### src/rtl/rtc_pkg.sv
package rtc_pkg;
    localparam int REG_ADDR_W = 8;
    localparam int REG_DATA_W = 32;

    localparam logic [REG_ADDR_W-1:0] OFS_CTRL    = 8'h00;
    localparam logic [REG_ADDR_W-1:0] OFS_SEC     = 8'h04;
    localparam logic [REG_ADDR_W-1:0] OFS_ALARM   = 8'h08;
    localparam logic [REG_ADDR_W-1:0] OFS_PRESC   = 8'h0C;
    localparam logic [REG_ADDR_W-1:0] OFS_SCRATCH = 8'h34;
    localparam logic [REG_ADDR_W-1:0] OFS_UNLOCK  = 8'h3C;

    localparam int B_RUN    = 0;
    localparam int B_ALME   = 2;
    localparam int B_ALMIE  = 3;
    localparam int B_ALMF   = 4;
    localparam int B_TICKIE = 5;
    localparam int B_TICKF  = 6;
    localparam int B_READY  = 7;
    localparam int B_WEN    = 31;

    localparam logic [REG_DATA_W-1:0] UNLOCK_KEY = 32'h0000_A55A;

    localparam int N_FLAGS = 2;
    localparam int FLAG_TICK  = 0;
    localparam int FLAG_ALARM = 1;

    typedef enum logic [1:0] {
        GS_LOCKED,
        GS_ARMING,
        GS_OPEN,
        GS_DRAINING
    } gate_state_t;
endpackage

### src/rtl/rtc_wr_gate.sv
module rtc_wr_gate
    import rtc_pkg::*;
#(
    parameter int WR_LAT = 2
) (
    input  logic clk,
    input  logic rst_n,
    input  logic req,
    input  logic to_unlock,
    input  logic key_ok,
    output logic wr_ready,
    output logic wr_open,
    output logic commit
);
    localparam int CNT_W = (WR_LAT < 2) ? 1 : $clog2(WR_LAT + 1);
    localparam logic [CNT_W-1:0] CNT_LOAD = CNT_W'(WR_LAT - 1);

    gate_state_t state_q, state_d;
    logic [CNT_W-1:0] cnt_q, cnt_d;

    always_comb begin
        state_d = state_q;
        cnt_d   = cnt_q;
        unique case (state_q)
            GS_LOCKED: begin
                if (req && to_unlock && key_ok) begin
                    state_d = GS_ARMING;
                    cnt_d   = CNT_LOAD;
                end
            end
            GS_ARMING: begin
                if (cnt_q == '0) state_d = GS_OPEN;
                else             cnt_d   = cnt_q - 1'b1;
            end
            GS_OPEN: begin
                if (req && !to_unlock) begin
                    state_d = GS_DRAINING;
                    cnt_d   = CNT_LOAD;
                end
            end
            GS_DRAINING: begin
                if (cnt_q == '0) state_d = GS_LOCKED;
                else             cnt_d   = cnt_q - 1'b1;
            end
            default: state_d = GS_LOCKED;
        endcase
    end

    always_ff @(posedge clk) begin
        if (!rst_n) begin
            state_q <= GS_LOCKED;
            cnt_q   <= '0;
        end else begin
            state_q <= state_d;
            cnt_q   <= cnt_d;
        end
    end

    always_comb begin
        wr_ready = 1'b0;
        wr_open  = 1'b0;
        commit   = 1'b0;
        unique case (state_q)
            GS_LOCKED:   wr_ready = 1'b1;
            GS_OPEN: begin
                wr_ready = 1'b1;
                wr_open  = 1'b1;
                commit   = req && !to_unlock;
            end
            GS_ARMING, GS_DRAINING: wr_ready = 1'b0;
            default: wr_ready = 1'b0;
        endcase
    end

    a_r4_ready_drops: assert property (@(posedge clk) disable iff (!rst_n)
        commit |=> !wr_ready);
    a_r4_single_use: assert property (@(posedge clk) disable iff (!rst_n)
        commit |=> !wr_open);
    a_r2_open_after_wait: assert property (@(posedge clk) disable iff (!rst_n)
        $rose(wr_open) |-> $past(!wr_ready));
endmodule

### src/rtl/rtc_prescaler.sv
module rtc_prescaler #(
    parameter int CNT_W = 32
) (
    input  logic             clk,
    input  logic             rst_n,
    input  logic             run,
    input  logic             restart,
    input  logic [CNT_W-1:0] limit,
    output logic             tick
);
    logic [CNT_W-1:0] cnt_q;

    assign tick = run && !restart && (cnt_q >= limit);

    always_ff @(posedge clk) begin
        if (!rst_n)             cnt_q <= '0;
        else if (!run || restart || tick) cnt_q <= '0;
        else                    cnt_q <= cnt_q + 1'b1;
    end
endmodule

### src/rtl/rtc_sticky_flag.sv
module rtc_sticky_flag (
    input  logic clk,
    input  logic rst_n,
    input  logic set,
    input  logic wr,
    input  logic keep,
    output logic q
);
    always_ff @(posedge clk) begin
        if (!rst_n)   q <= 1'b0;
        else if (set) q <= 1'b1;
        else if (wr)  q <= q & keep;
    end
endmodule

### src/rtl/rtc_core.sv
module rtc_core
    import rtc_pkg::*;
#(
    parameter int                   WR_LAT    = 2,
    parameter logic [REG_DATA_W-1:0] PRESC_RST = 32'h0000_7FFF
) (
    input  logic                  clk,
    input  logic                  rst_n,
    input  logic                  bus_sel,
    input  logic                  bus_wr,
    input  logic [REG_ADDR_W-1:0] bus_addr,
    input  logic [REG_DATA_W-1:0] bus_wdata,
    output logic [REG_DATA_W-1:0] bus_rdata,
    output logic                  irq
);
    localparam logic [REG_DATA_W-1:0] SEC_MAX = '1;

    logic req, wr_ready, wr_open, commit;
    logic wr_ctrl, wr_sec, wr_alarm, wr_presc, wr_scratch;
    logic tick, alarm_hit;
    logic run_q, alme_q, almie_q, tickie_q;
    logic [REG_DATA_W-1:0] sec_q, alarm_q, presc_q, scratch_q, sec_inc;
    logic [N_FLAGS-1:0] flag_q, flag_set, flag_keep;

    assign req = bus_sel && bus_wr;

    rtc_wr_gate #(.WR_LAT(WR_LAT)) u_gate (
        .clk      (clk),
        .rst_n    (rst_n),
        .req      (req),
        .to_unlock(bus_addr == OFS_UNLOCK),
        .key_ok   (bus_wdata == UNLOCK_KEY),
        .wr_ready (wr_ready),
        .wr_open  (wr_open),
        .commit   (commit)
    );

    assign wr_ctrl    = commit && (bus_addr == OFS_CTRL);
    assign wr_sec     = commit && (bus_addr == OFS_SEC);
    assign wr_alarm   = commit && (bus_addr == OFS_ALARM);
    assign wr_presc   = commit && (bus_addr == OFS_PRESC);
    assign wr_scratch = commit && (bus_addr == OFS_SCRATCH);

    rtc_prescaler #(.CNT_W(REG_DATA_W)) u_presc (
        .clk    (clk),
        .rst_n  (rst_n),
        .run    (run_q),
        .restart(wr_sec),
        .limit  (presc_q),
        .tick   (tick)
    );

    assign sec_inc   = sec_q + 1'b1;
    assign alarm_hit = tick && alme_q && (sec_inc == alarm_q);

    assign flag_set[FLAG_TICK]   = tick;
    assign flag_set[FLAG_ALARM]  = alarm_hit;
    assign flag_keep[FLAG_TICK]  = bus_wdata[B_TICKF];
    assign flag_keep[FLAG_ALARM] = bus_wdata[B_ALMF];

    for (genvar g = 0; g < N_FLAGS; g++) begin : g_flag
        rtc_sticky_flag u_flag (
            .clk  (clk),
            .rst_n(rst_n),
            .set  (flag_set[g]),
            .wr   (wr_ctrl),
            .keep (flag_keep[g]),
            .q    (flag_q[g])
        );
    end

    always_ff @(posedge clk) begin
        if (!rst_n) begin
            run_q     <= 1'b0;
            alme_q    <= 1'b0;
            almie_q   <= 1'b0;
            tickie_q  <= 1'b0;
            sec_q     <= '0;
            alarm_q   <= '0;
            presc_q   <= PRESC_RST;
            scratch_q <= '0;
        end else begin
            if (wr_ctrl) begin
                run_q    <= bus_wdata[B_RUN];
                alme_q   <= bus_wdata[B_ALME];
                almie_q  <= bus_wdata[B_ALMIE];
                tickie_q <= bus_wdata[B_TICKIE];
            end
            if (wr_sec)      sec_q <= bus_wdata;
            else if (tick)   sec_q <= sec_inc;
            if (wr_alarm)    alarm_q   <= bus_wdata;
            if (wr_presc)    presc_q   <= bus_wdata;
            if (wr_scratch)  scratch_q <= bus_wdata;
        end
    end

    always_comb begin
        bus_rdata = '0;
        case (bus_addr)
            OFS_CTRL: begin
                bus_rdata[B_RUN]    = run_q;
                bus_rdata[B_ALME]   = alme_q;
                bus_rdata[B_ALMIE]  = almie_q;
                bus_rdata[B_ALMF]   = flag_q[FLAG_ALARM];
                bus_rdata[B_TICKIE] = tickie_q;
                bus_rdata[B_TICKF]  = flag_q[FLAG_TICK];
                bus_rdata[B_READY]  = wr_ready;
            end
            OFS_SEC:     bus_rdata = sec_q;
            OFS_ALARM:   bus_rdata = alarm_q;
            OFS_PRESC:   bus_rdata = presc_q;
            OFS_SCRATCH: bus_rdata = scratch_q;
            OFS_UNLOCK:  bus_rdata[B_WEN] = wr_open;
            default:     bus_rdata = '0;
        endcase
    end

    assign irq = (flag_q[FLAG_TICK] && tickie_q) || (flag_q[FLAG_ALARM] && almie_q);

    a_r6_wrap: assert property (@(posedge clk) disable iff (!rst_n)
        tick && (sec_q == SEC_MAX) |=> (sec_q == '0));
    a_r12_frozen: assert property (@(posedge clk) disable iff (!rst_n)
        !run_q && !wr_sec |=> $stable(sec_q));
    a_r7_tick_sets_flag: assert property (@(posedge clk) disable iff (!rst_n)
        tick |=> flag_q[FLAG_TICK]);
    a_r8_alarm_on_tick: assert property (@(posedge clk) disable iff (!rst_n)
        $rose(flag_q[FLAG_ALARM]) |-> $past(tick));
    a_r5_no_back_to_back: assert property (@(posedge clk) disable iff (!rst_n)
        tick && (presc_q != '0) && !wr_presc |=> !tick);
    a_r10_quiet_without_flags: assert property (@(posedge clk) disable iff (!rst_n)
        (flag_q == '0) |-> !irq);
endmodule

### config.mk
export PLATFORM = sky130hd
export DESIGN_NAME = rtc_core
export DESIGN_NICKNAME = d
export VERILOG_FILES = /design/src/rtl/rtc_pkg.sv /design/src/rtl/rtc_wr_gate.sv /design/src/rtl/rtc_prescaler.sv /design/src/rtl/rtc_sticky_flag.sv /design/src/rtl/rtc_core.sv
export SDC_FILE = /design/constraint.sdc
export NUM_CORES = 1
export LEC_CHECK = 0
export ABC_AREA = 1
export BUFFER_PORTS_ARGS = -buffer_cell sky130_fd_sc_hd__buf_2
export CAP_MARGIN = 10
export CORE_ASPECT_RATIO = 1.2
export CORE_MARGIN = 10
export CORE_UTILIZATION = 55
export CTS_CLUSTER_SIZE = 20
export DETAILED_ROUTE_END_ITERATION = 16
export PLACE_DENSITY_LB_ADDON = 0.12
export REMOVE_ABC_BUFFERS = 1
export SETUP_SLACK_MARGIN = 0.2
export SLEW_MARGIN = 20
export SYNTH_ARGS = -nofsm -noshare
export SYNTH_HDL_FRONTEND = slang
export SYNTH_SLANG_ARGS = --single-unit
### constraint.sdc
create_clock -name clk -period 2.18 [get_ports clk]
set_input_delay 0.218 -clock clk [delete_from_list [all_inputs] [get_ports clk]]
set_output_delay 0.218 -clock clk [all_outputs]
set_load 0.05 [all_outputs]
==> qor.json, run 1 <==
{
  "outcome": {"value": "finished, violations left"},
  "violations": {"value": "setup timing"},
  "drt_iter0_markers": {"value": 1226},
  "tritoncts_clock_tree": {"value": "done"},
  "floorplan.io_pins": {"value": 77},
  "final_min_period_over_clock_period": {"value": 101, "unit": "%"},
  "clk_pin_slew_worst_paths": {"value": 0.07, "unit": "ns"},
  "cp-endpoint": {"value": "g_flag[1].u_flag.q$_SDFFE_PN0P_"},
  "yosysSeqAreaShare": {"value": 34.1, "unit": "%"},
  "final_critical_path_setup_slack": {"value": -0.0110, "unit": "ns"},
  "grt_start_max_net_pins": {"value": 56},
  "post_cts_hold_buffer_count": {"value": 0},
  "ys_seq_elements": {"value": 170},
  "worstPathRequired": {"value": 2.54, "unit": "ns"},
  "gp_congestion": {"value": 0.991},
  "clockRootBuffer": {"value": "sky130_fd_sc_hd__clkbuf_16"},
  "drt-pass1-iter-count": {"value": 6},
  "route.detailed.wl_per_inst": {"value": 19.9, "unit": "µm"},
  "layout-drive-gt1-share": {"value": 30.7, "unit": "%"},
  "drv.max_cap_violation_count": {"value": 0},
  "max_freq": {"value": 456, "unit": "MHz"},
  "horizontal_die_dimension": {"value": 143, "unit": "µm"},
  "initial_utilization": {"value": 56.4, "unit": "%"},
  "place_hpwl": {"value": 23500, "unit": "µm"},
  "setup.worst_path.start": {"value": "presc_q[1]$_SDFFE_PN1P_"},
  "timing.final.crit_period": {"value": 2.19, "unit": "ns"},
  "antenna_found_initial": {"value": 0},
  "ys.flop_type": {"value": "sky130_fd_sc_hd__dfxtp_1"},
  "utilization": {"value": 77.9, "unit": "%"},
  "r2r_setup_slack": {"value": -0.01, "unit": "ns"},
  "post_synth_main_area_contributors": {"value": "sky130_fd_sc_hd__dfxtp_1, sky130_fd_sc_hd__nand2_1, sky130_fd_sc_hd__a21oi_1"},
  "core_region_area": {"value": 17700, "unit": "µm²"},
  "reg2reg_depth": {"value": 17},
  "port_buffers": {"value": 76},
  "most_used_cells_in_the_layout_excluding_fill_and_tap_cells": {"value": "sky130_fd_sc_hd__nand2_1, sky130_fd_sc_hd__inv_1, sky130_fd_sc_hd__a21oi_1, sky130_fd_sc_hd__dfxtp_1, sky130_fd_sc_hd__o21ai_0"},
  "ys_async_sr_fraction": {"value": 0, "unit": "%"},
  "placed_area": {"value": 11200, "unit": "µm²"},
  "via_count_of_the_first_global_routing_pass": {"value": 9939},
  "overflow_left_after_global_routing": {"value": 0},
  "grt_first_pass_wirelength": {"value": 52000, "unit": "µm"},
  "dp_slack": {"value": -0.0712, "unit": "ns"},
  "layout.cells.non_filler": {"value": 1888},
  "setup_violations": {"value": 3},
  "timing.rr.end": {"value": "g_flag[1].u_flag.q$_SDFFE_PN0P_"},
  "finalHoldViolCount": {"value": 0},
  "tritoncts_num_sinks": {"value": 170},
  "floorplan.die.height": {"value": 168, "unit": "µm"},
  "cts_inserted_buffers": {"value": 17},
  "arrival": {"value": 2.55, "unit": "ns"},
  "h-tree-depth": {"value": 4},
  "total_leakage_power": {"value": 5.49, "unit": "nW"},
  "die_area": {"value": 24000, "unit": "µm²"},
  "crit_slowest_cell": {"value": "sky130_fd_sc_hd__dfxtp_2"},
  "fin_skew": {"value": 0.0112, "unit": "ns"},
  "drt-total-wl": {"value": 37600, "unit": "µm"},
  "worst_r2r_startpoint": {"value": "presc_q[1]$_SDFFE_PN1P_"},
  "crit_type": {"value": "flop to flop"},
  "synth.top_cell.area_share": {"value": 34.1, "unit": "%"},
  "netlist-cell-type-count": {"value": 51},
  "finalInstanceArea": {"value": 13800, "unit": "µm²"},
  "insertedDiodeCount": {"value": 0},
  "critPathMaxStageDelay": {"value": 0.34, "unit": "ns"},
  "final_common_cell": {"value": "sky130_fd_sc_hd__nand2_1"},
  "route.detailed.drc": {"value": 0},
  "post_synth_inst_count": {"value": 1497},
  "placedCellCount": {"value": 1818},
  "vias_per_cell": {"value": 5.97},
  "yosysWarnings": {"value": 0},
  "netlist_area": {"value": 9990, "unit": "µm²"},
  "fin_nets": {"value": 1738},
  "drt.antenna.violating_nets": {"value": 0},
  "row_count": {"value": 53},
  "number_of_synthesized_flops_with_an_enable_pin": {"value": 0},
  "dr_total_vias": {"value": 11300},
  "max-vdd-ir-drop": {"value": 0.587, "unit": "mV"},
  "setup.worst_path.start_class": {"value": "flop"},
  "cellPowerDensity": {"value": 516, "unit": "nW/µm²"},
  "grt_setup_unrepaired": {"value": "true"},
  "longest_clk_path_bufs": {"value": 2},
  "timing.critical_path.cells": {"value": "inv_4, ha_4, inv_2, o21bai_1, nand2_1, nand2_1, nand2_1, nand2_1, nand2_1, nand2_2, nand2_2, nand3_4, nand2_8, inv_8, buf_12, nand4_1, a21oi_1"},
  "area_growth_syn_to_layout": {"value": 38.0, "unit": "%"},
  "synth_area_per_cell": {"value": 6.67, "unit": "µm²"},
  "post-synth-top-area-cell": {"value": "sky130_fd_sc_hd__dfxtp_1"},
  "path_common_cell": {"value": "sky130_fd_sc_hd__nand2_1"},
  "worstHoldPathType": {"value": "input pin to flop"},
  "maxSlewViolCount": {"value": 0},
  "worst_skew_pair.late_latency": {"value": 0.44, "unit": "ns"},
  "max_slew_headroom_at_the_worst_pin": {"value": 64.2, "unit": "%"},
  "critical_path.endpoint_type": {"value": "flop"},
  "track_usage": {"value": 27.2, "unit": "%"},
  "crit_fanout": {"value": 8},
  "worst_pin_slew": {"value": 0.537, "unit": "ns"}
}
## cells by family after synthesis
kind of cell / Yosys count / synth area share [%]
AOI/OAI and AO/OA: 409 / 22.3
xor gates and xnor gates: 21 / 2.25
adders and majority gates: 39 / 4.88
buffers and inverters: 269 / 10.5
DFF: 170 / 34.1
and+or+nand+nor: 589 / 25.9
## flip-flops by register name (all words and copies together), names as in the netlist
name / count
g_flag.u_flag.q: 2
alarm_q: 32
almie_q: 1
u_presc.cnt_q: 32
sec_q: 32
scratch_q: 32
tickie_q: 1
presc_q: 32
alme_q: 1
u_gate.cnt_q: 2
run_q: 1
u_gate.state_q: 2
## critical path, delay by kind of cell (launching register included)
kind	cells	cell delay (ns)
AND/OR/NAND/NOR	10	0.92
flip-flops	1	0.34
buffers and inverters	4	0.31
AO/OA/AOI/OAI	2	0.29
adder cells (fa/ha/maj)	1	0.25
## per-layer routing
metal | up-vias | GRT usage [%] | wire length (µm) | share of wire, %
met5 | - | 0 | 0 | 0
met4 | 0 | 10.7 | 1640 | 4.4
met3 | 134 | 3.37 | 2990 | 8.0
met2 | 578 | 45.4 | 18400 | 49
met1 | 5265 | 34.8 | 14600 | 39
li1 | 5299 | - | - | -
## synth_stat cells (2+ instances only)
cell	count
sky130_fd_sc_hd__nand4_1	18
sky130_fd_sc_hd__a211oi_1	2
sky130_fd_sc_hd__nor2_8	2
sky130_fd_sc_hd__nor4_4	2
sky130_fd_sc_hd__and2_1	2
sky130_fd_sc_hd__nor3_1	27
sky130_fd_sc_hd__clkbuf_1	36
sky130_fd_sc_hd__a22oi_1	12
sky130_fd_sc_hd__dfxtp_1	170
sky130_fd_sc_hd__nor2_2	9
sky130_fd_sc_hd__nor4_1	7
sky130_fd_sc_hd__a21oi_1	176
sky130_fd_sc_hd__buf_4	5
sky130_fd_sc_hd__o22ai_1	29
sky130_fd_sc_hd__o21a_1	4
sky130_fd_sc_hd__nor2_1	146
sky130_fd_sc_hd__xnor3_1	3
sky130_fd_sc_hd__nand3_1	64
sky130_fd_sc_hd__ha_1	39
sky130_fd_sc_hd__o211ai_1	3
sky130_fd_sc_hd__nand2_2	2
sky130_fd_sc_hd__nand2_1	289
sky130_fd_sc_hd__nor3b_1	7
sky130_fd_sc_hd__buf_2	11
sky130_fd_sc_hd__xnor2_1	5
sky130_fd_sc_hd__buf_1	3
sky130_fd_sc_hd__inv_2	8
sky130_fd_sc_hd__nand3b_1	4
sky130_fd_sc_hd__nand2_4	3
sky130_fd_sc_hd__o21ai_0	155
sky130_fd_sc_hd__inv_1	203
sky130_fd_sc_hd__nor2_4	2
sky130_fd_sc_hd__xor2_1	13
sky130_fd_sc_hd__a221oi_1	5
sky130_fd_sc_hd__o221ai_1	5
sky130_fd_sc_hd__a21oi_2	11
## what timing repair did
item                                    CTS  global route
endpoints found under the setup margin   97           107
gates resized for setup                 151           282
cloned                                    3             9
buffers inserted                         10            16
pin swaps                                25            35
## power breakdown
group | internal [W] | switching (W) | total, W
logic | 0.000186 | 0.000394 | 0.000580
registers | 0.00313 | 0.0000235 | 0.00316
clock network | 0.00200 | 0.00139 | 0.00339
## through the flow
step           setup TNS, ns  total power [W]  hold WS, ns
2_1_floorplan         -29.76          0.00351        0.317
3_3_place_gp         -0.0372          0.00374        0.436
3_5_place_dp         -0.0712          0.00375        0.444
4_1_cts                    0          0.00707       0.0643
5_1_grt                -2.78          0.00730       0.0917
6_report             -0.0170          0.00712       0.0764
## how the worst min path moves through the flow
stage,slack (ns),startpoint,depth (start not counted),to
after floorplan,0.32,rst_n,1,presc_q[0]$_SDFFE_PN1P_
after global placement,0.44,scratch_q[12]$_SDFFE_PN0P_,2,scratch_q[12]$_SDFFE_PN0P_
after detailed placement,0.44,scratch_q[31]$_SDFFE_PN0P_,2,scratch_q[31]$_SDFFE_PN0P_
after CTS,0.06,bus_wdata[14],3,presc_q[14]$_SDFFE_PN1P_
after global routing,0.09,bus_wdata[22],3,alarm_q[22]$_SDFFE_PN0P_
final,0.08,bus_wdata[14],3,presc_q[14]$_SDFFE_PN1P_
## area by class of cell
cell class | instances | area [µm²]
inverters | 212 | 836
clock buffers | 20 | 457
well taps | 220 | 275
fillers | 1204 | 3910
flip-flops and latches | 170 | 3460
repair buffers | 194 | 1870
multi-input cells | 1058 | 6690
clock inverters | 12 | 186
repair inverters | 2 | 22.5
(Power assumes the default switching activity.)
==> run 2, diff against run 1 <==
--- a/config.mk
+++ b/config.mk
@@ -5,7 +5,6 @@
 export SDC_FILE = /design/constraint.sdc
 export NUM_CORES = 1
 export LEC_CHECK = 0
-export ABC_AREA = 1
 export BUFFER_PORTS_ARGS = -buffer_cell sky130_fd_sc_hd__buf_2
 export CAP_MARGIN = 10
 export CORE_ASPECT_RATIO = 1.2
@@ -20,3 +19,4 @@
 export SYNTH_ARGS = -nofsm -noshare
 export SYNTH_HDL_FRONTEND = slang
 export SYNTH_SLANG_ARGS = --single-unit
+export TNS_END_PERCENT = 30
==> run 2 against run 1 <==
Net effect: the run still ends with setup timing left; area after synthesis down 3.5%; final cell count down 7.2%; utilization down 0.40 points; critical endpoint is now sec_q[27]$_SDFFE_PN0P_; final area down 2.4%; synthesized cell count down 15%; hold slack worse by 0.025 ns.
==> qor.json, run 2 <==
{
  "outcome": {"value": "finished, violations left", "change": "unchanged"},
  "violations": {"value": "setup timing", "change": "unchanged"},
  "layout.cells.non_filler": {"value": 1752, "change": "was 1,888"},
  "max_slew_headroom_at_the_worst_pin": {"value": 53.3, "unit": "%", "change": "was 64.2%"},
  "power.clock.fraction": {"value": 48.6, "unit": "%", "change": "was 47.6%"},
  "setup_violations": {"value": 66, "change": "was 3"},
  "drt_iter0_markers": {"value": 1388, "change": "was 1,226"},
  "final_min_period_over_clock_period": {"value": 139, "unit": "%", "change": "was 101%"},
  "critPathMaxStageDelay": {"value": 0.49, "unit": "ns", "change": "was 0.34 ns"},
  "crit_slowest_cell": {"value": "sky130_fd_sc_hd__or4_4", "change": "was sky130_fd_sc_hd__dfxtp_2"},
  "netlist_area": {"value": 9640, "unit": "µm²", "change": "was 9990 µm²"},
  "yosysWarnings": {"value": 0, "change": "unchanged"},
  "floorplan.die.height": {"value": 165, "unit": "µm", "change": "was 168 µm"},
  "p_int": {"value": 0.00529, "unit": "W", "change": "was 0.00532 W"},
  "crit_type": {"value": "flop to flop", "change": "unchanged"},
  "post_cts_hold_buffer_count": {"value": 0, "change": "unchanged"},
  "post_synth_inst_count": {"value": 1266, "change": "was 1,497"},
  "max_freq": {"value": 329, "unit": "MHz", "change": "was 456 MHz"},
  "synth_area_per_cell": {"value": 7.62, "unit": "µm²", "change": "was 6.67 µm²"},
  "overflow_left_after_global_routing": {"value": 0, "change": "unchanged"},
  "number_of_synthesized_flops_with_an_enable_pin": {"value": 0, "change": "unchanged"},
  "globalRouteMet1Util": {"value": 34.9, "unit": "%", "change": "was 34.8%"},
  "placedCellCount": {"value": 1698, "change": "was 1,818"},
  "antenna_found_initial": {"value": 1, "change": "was 0"},
  "dr_total_vias": {"value": 10900, "change": "was 11,300"},
  "synth.top_cell.area_share": {"value": 35.3, "unit": "%", "change": "was 34.1%"},
  "post-synth-top-area-cell": {"value": "sky130_fd_sc_hd__dfxtp_1", "change": "unchanged"},
  "cts_inserted_buffers": {"value": 17, "change": "unchanged"},
  "most_used_cells_in_the_layout_excluding_fill_and_tap_cells": {"value": "sky130_fd_sc_hd__nand2_1, sky130_fd_sc_hd__buf_4, sky130_fd_sc_hd__dfxtp_1, sky130_fd_sc_hd__a21oi_1, sky130_fd_sc_hd__nor2_1", "change": "was sky130_fd_sc_hd__nand2_1, sky130_fd_sc_hd__inv_1, sky130_fd_sc_hd__a21oi_1, sky130_fd_sc_hd__dfxtp_1, sky130_fd_sc_hd__o21ai_0"},
  "worst_pin_slew": {"value": 0.691, "unit": "ns", "change": "was 0.537 ns"},
  "cellPowerDensity": {"value": 513, "unit": "nW/µm²", "change": "was 516 nW/µm²"},
  "route.detailed.wl_per_inst": {"value": 20.9, "unit": "µm", "change": "was 19.9 µm"},
  "arrival": {"value": 3.41, "unit": "ns", "change": "was 2.55 ns"},
  "area_growth_syn_to_layout": {"value": 39.6, "unit": "%", "change": "was 38.0%"},
  "final_common_cell": {"value": "sky130_fd_sc_hd__nand2_1", "change": "unchanged"},
  "groute.layer.met2.usage": {"value": 49.1, "unit": "%", "change": "was 45.4%"},
  "initial_utilization": {"value": 55.5, "unit": "%", "change": "was 56.4%"},
  "worstHoldPathType": {"value": "input pin to flop", "change": "unchanged"},
  "worst_skew_pair.late_latency": {"value": 0.44, "unit": "ns", "change": "about the same"},
  "worstPathRequired": {"value": 2.55, "unit": "ns", "change": "was 2.54 ns"},
  "post_synth_main_area_contributors": {"value": "sky130_fd_sc_hd__dfxtp_1, sky130_fd_sc_hd__nand2_1, sky130_fd_sc_hd__a21oi_1", "change": "unchanged"},
  "min-delay-start": {"value": "bus_wdata[27]", "change": "was bus_wdata[14]"},
  "via_count_of_the_first_global_routing_pass": {"value": 10200, "change": "was 9,939"},
  "ys.flop_type": {"value": "sky130_fd_sc_hd__dfxtp_1", "change": "unchanged"},
  "seqCellArea": {"value": 3430, "unit": "µm²", "change": "was 3460 µm²"},
  "finalHoldViolCount": {"value": 0, "change": "unchanged"},
  "grt_first_pass_wirelength": {"value": 54400, "unit": "µm", "change": "was 52,000 µm"},
  "core_region_area": {"value": 17400, "unit": "µm²", "change": "was 17,700 µm²"},
  "netSwitchingFraction": {"value": 23.5, "unit": "%", "change": "was 25.3%"},
  "drt-pass1-iter-count": {"value": 7, "change": "was 6"},
  "post_route_worst_hold_slack": {"value": 0.0518, "unit": "ns", "change": "was 0.0764 ns"},
  "max-vdd-ir-drop": {"value": 0.557, "unit": "mV", "change": "was 0.587 mV"},
  "port_buffers": {"value": 76, "change": "unchanged"},
  "route.detailed.drc": {"value": 0, "change": "unchanged"},
  "tritoncts_clock_tree": {"value": "done", "change": "unchanged"},
  "ys_async_sr_fraction": {"value": 0, "unit": "%", "change": "unchanged"},
  "most_numerous_cell_in_the_yosys_netlist": {"value": "sky130_fd_sc_hd__nand2_1", "change": "unchanged"},
  "maxSlewViolCount": {"value": 0, "change": "unchanged"},
  "fin_nets": {"value": 1601, "change": "was 1,738"},
  "floorplan.io_pins": {"value": 77, "change": "unchanged"},
  "total_leakage_power": {"value": 5.36, "unit": "nW", "change": "was 5.49 nW"},
  "track_usage": {"value": 29.1, "unit": "%", "change": "was 27.2%"},
  "place_hpwl": {"value": 24900, "unit": "µm", "change": "was 23,500 µm"},
  "gp_congestion": {"value": 1.01, "change": "was 0.991"},
  "timing.final.crit_period": {"value": 3.04, "unit": "ns", "change": "was 2.19 ns"},
  "fill_cells": {"value": 1215, "change": "was 1,204"},
  "setup_total_negative_slack": {"value": -26.37, "unit": "ns", "change": "was -0.0170 ns"},
  "power_switching": {"value": 0.00162, "unit": "W", "change": "was 0.00180 W"},
  "layout-drive-gt1-share": {"value": 30.0, "unit": "%", "change": "was 30.7%"},
  "fin_skew": {"value": 0.00785, "unit": "ns", "change": "was 0.0112 ns"},
  "power.combinational.fraction": {"value": 6.1, "unit": "%", "change": "was 8.1%"},
  "worst_r2r_startpoint": {"value": "u_presc.cnt_q[6]$_SDFF_PP0_", "change": "was presc_q[1]$_SDFFE_PN1P_"},
  "drt-total-wl": {"value": 36600, "unit": "µm", "change": "was 37,600 µm"},
  "area_taken_by_multi_input_logic_gates": {"value": 6230, "unit": "µm²", "change": "was 6690 µm²"},
  "yosysSeqAreaShare": {"value": 35.3, "unit": "%", "change": "was 34.1%"},
  "final_critical_path_setup_slack": {"value": -0.860, "unit": "ns", "change": "was -0.0110 ns"},
  "grt_setup_unrepaired": {"value": "true", "change": "unchanged"},
  "timing.critical_path.cells": {"value": "ha_4, nand2_1, or3_1, o32a_1, a211oi_2, buf_4, a211oi_4, buf_12, buf_8, buf_16, or4_4, a31oi_4", "change": "was inv_4, ha_4, inv_2, o21bai_1, nand2_1, nand2_1, nand2_1, nand2_1, nand2_1, nand2_2, nand2_2, nand3_4, nand2_8, inv_8, buf_12, nand4_1, a21oi_1"},
  "tritoncts_num_sinks": {"value": 170, "change": "unchanged"},
  "drt.antenna.violating_nets": {"value": 0, "change": "unchanged"},
  "die_area": {"value": 23300, "unit": "µm²", "change": "was 24,000 µm²"},
  "setup.worst_path.start": {"value": "u_presc.cnt_q[6]$_SDFF_PP0_", "change": "was presc_q[1]$_SDFFE_PN1P_"},
  "vias_per_cell": {"value": 6.23, "change": "was 5.97"},
  "crit_fanout": {"value": 6, "change": "was 8"},
  "yosys-top-cells-count": {"value": "sky130_fd_sc_hd__nand2_1, sky130_fd_sc_hd__dfxtp_1, sky130_fd_sc_hd__a21oi_1", "change": "was sky130_fd_sc_hd__nand2_1, sky130_fd_sc_hd__inv_1, sky130_fd_sc_hd__a21oi_1"},
  "horizontal_die_dimension": {"value": 141, "unit": "µm", "change": "was 143 µm"},
  "critical_path.endpoint_type": {"value": "flop", "change": "unchanged"},
  "grt_start_max_net_pins": {"value": 33, "change": "was 56"},
  "longest_clk_path_bufs": {"value": 2, "change": "unchanged"},
  "clockRootBuffer": {"value": "sky130_fd_sc_hd__clkbuf_16", "change": "unchanged"},
  "clk_pin_slew_worst_paths": {"value": 0.07, "unit": "ns", "change": "about the same"},
  "netlist-cell-type-count": {"value": 68, "change": "was 51"},
  "setup.worst_path.start_class": {"value": "flop", "change": "unchanged"},
  "h-tree-depth": {"value": 4, "change": "unchanged"},
  "grt.met3_usage": {"value": 7.18, "unit": "%", "change": "was 3.37%"},
  "ys_seq_elements": {"value": 170, "change": "unchanged"},
  "drv.max_cap_violation_count": {"value": 0, "change": "unchanged"},
  "row_count": {"value": 53, "change": "unchanged"},
  "grt_busiest_layer": {"value": "met2", "change": "unchanged"},
  "pwr-share-seq": {"value": 45.4, "unit": "%", "change": "was 44.3%"}
}
==> run 2: changes by cell type in the layout (fill, tap and decap cells not counted), moves of 26 or more <==
cell                      before  now
sky130_fd_sc_hd__inv_1       177   34
sky130_fd_sc_hd__buf_4        89  212
sky130_fd_sc_hd__a21oi_1     168   98
sky130_fd_sc_hd__o21ai_0     111   50
sky130_fd_sc_hd__xnor2_1       5   37
sky130_fd_sc_hd__nor2_4       32    1
sky130_fd_sc_hd__or3_1         0   29
sky130_fd_sc_hd__nand3_1      61   34
sky130_fd_sc_hd__nor2_1       99   72
sky130_fd_sc_hd__nor2_2       26    0
==> run 2: per-layer routing <==
layer  share of wire, %  up-vias
li1                   -     5005
met5                  0        -
met3                 10      150
met4                4.5        0
met1                 37     5114
met2                 48      642
==> run 2: final timing paths <==
check	endpoint	slack, ns	cells after the start
setup / recovery	sec_q[27]$_SDFFE_PN0P_	-0.86	12
hold reg to reg	scratch_q[22]$_SDFFE_PN0P_	0.46	2
setup reg to reg	sec_q[27]$_SDFFE_PN0P_	-0.86	12
hold / removal	presc_q[27]$_SDFFE_PN0P_	0.05	3
==> run 2: power by group through the flow <==
stage | clock, W | combinational, W | sequential, W
5_1_grt | 0.00347 | 0.000437 | 0.00314
2_1_floorplan | 0 | 0.000142 | 0.00320
6_report | 0.00336 | 0.000419 | 0.00314
4_1_cts | 0.00334 | 0.000363 | 0.00313
3_3_place_gp | 0 | 0.000350 | 0.00320
3_5_place_dp | 0 | 0.000354 | 0.00320
==> run 2: timing repair <==
item                                    CTS  global route
pin swaps                                58            52
setup buffers                            14             5
endpoints found under the setup margin  103           138
gates cloned                              2             0
resized for setup                       104           109
hold endpoints to repair                  0             0
==> run 2: critical path: cells and delay by family, from the launching register on <==
family | cells | cell delay [ns]
adder cells (fa/ha/maj) | 1 | 0.31
flip-flops | 1 | 0.39
AND/OR/NAND/NOR | 3 | 0.90
buffers and inverters | 4 | 0.56
AO/OA/AOI/OAI | 4 | 0.79
==> run 2: cell type report <==
type                            count  area share [%]
Antenna cell                        2          0.0372
Clock buffer                       21            3.49
Clock inverter                     10            1.23
Inverter                           46            1.28
Multi-Input combinational cell    964            46.2
Sequential cell                   170            25.5
Tap cell                          220            2.04
Timing Repair Buffer              319            20.2
==> run 2: through the flow <==
stage / instance area [µm²] / setup slack, ns / util [%] / power [W]
after floorplan: 9310 / -1.74 / - / 0.00335
after global placement: 11800 / -0.728 / 67.7 / 0.00355
after detailed placement: 11800 / -0.776 / 67.7 / 0.00356
after CTS: 12900 / -0.655 / 74.4 / 0.00684
after global routing: 13500 / -0.918 / 77.5 / 0.00705
final: 13500 / -0.860 / 77.5 / 0.00691
==> run 2: kinds of logic after synthesis <==
logic type      share of synthesized area, %
xor+xnor                                6.81
flops                                   35.3
fa+ha+maj                               5.06
buf+inv                                 5.29
simple gates                            26.7
compound gates                          19.3
mux                                     1.52
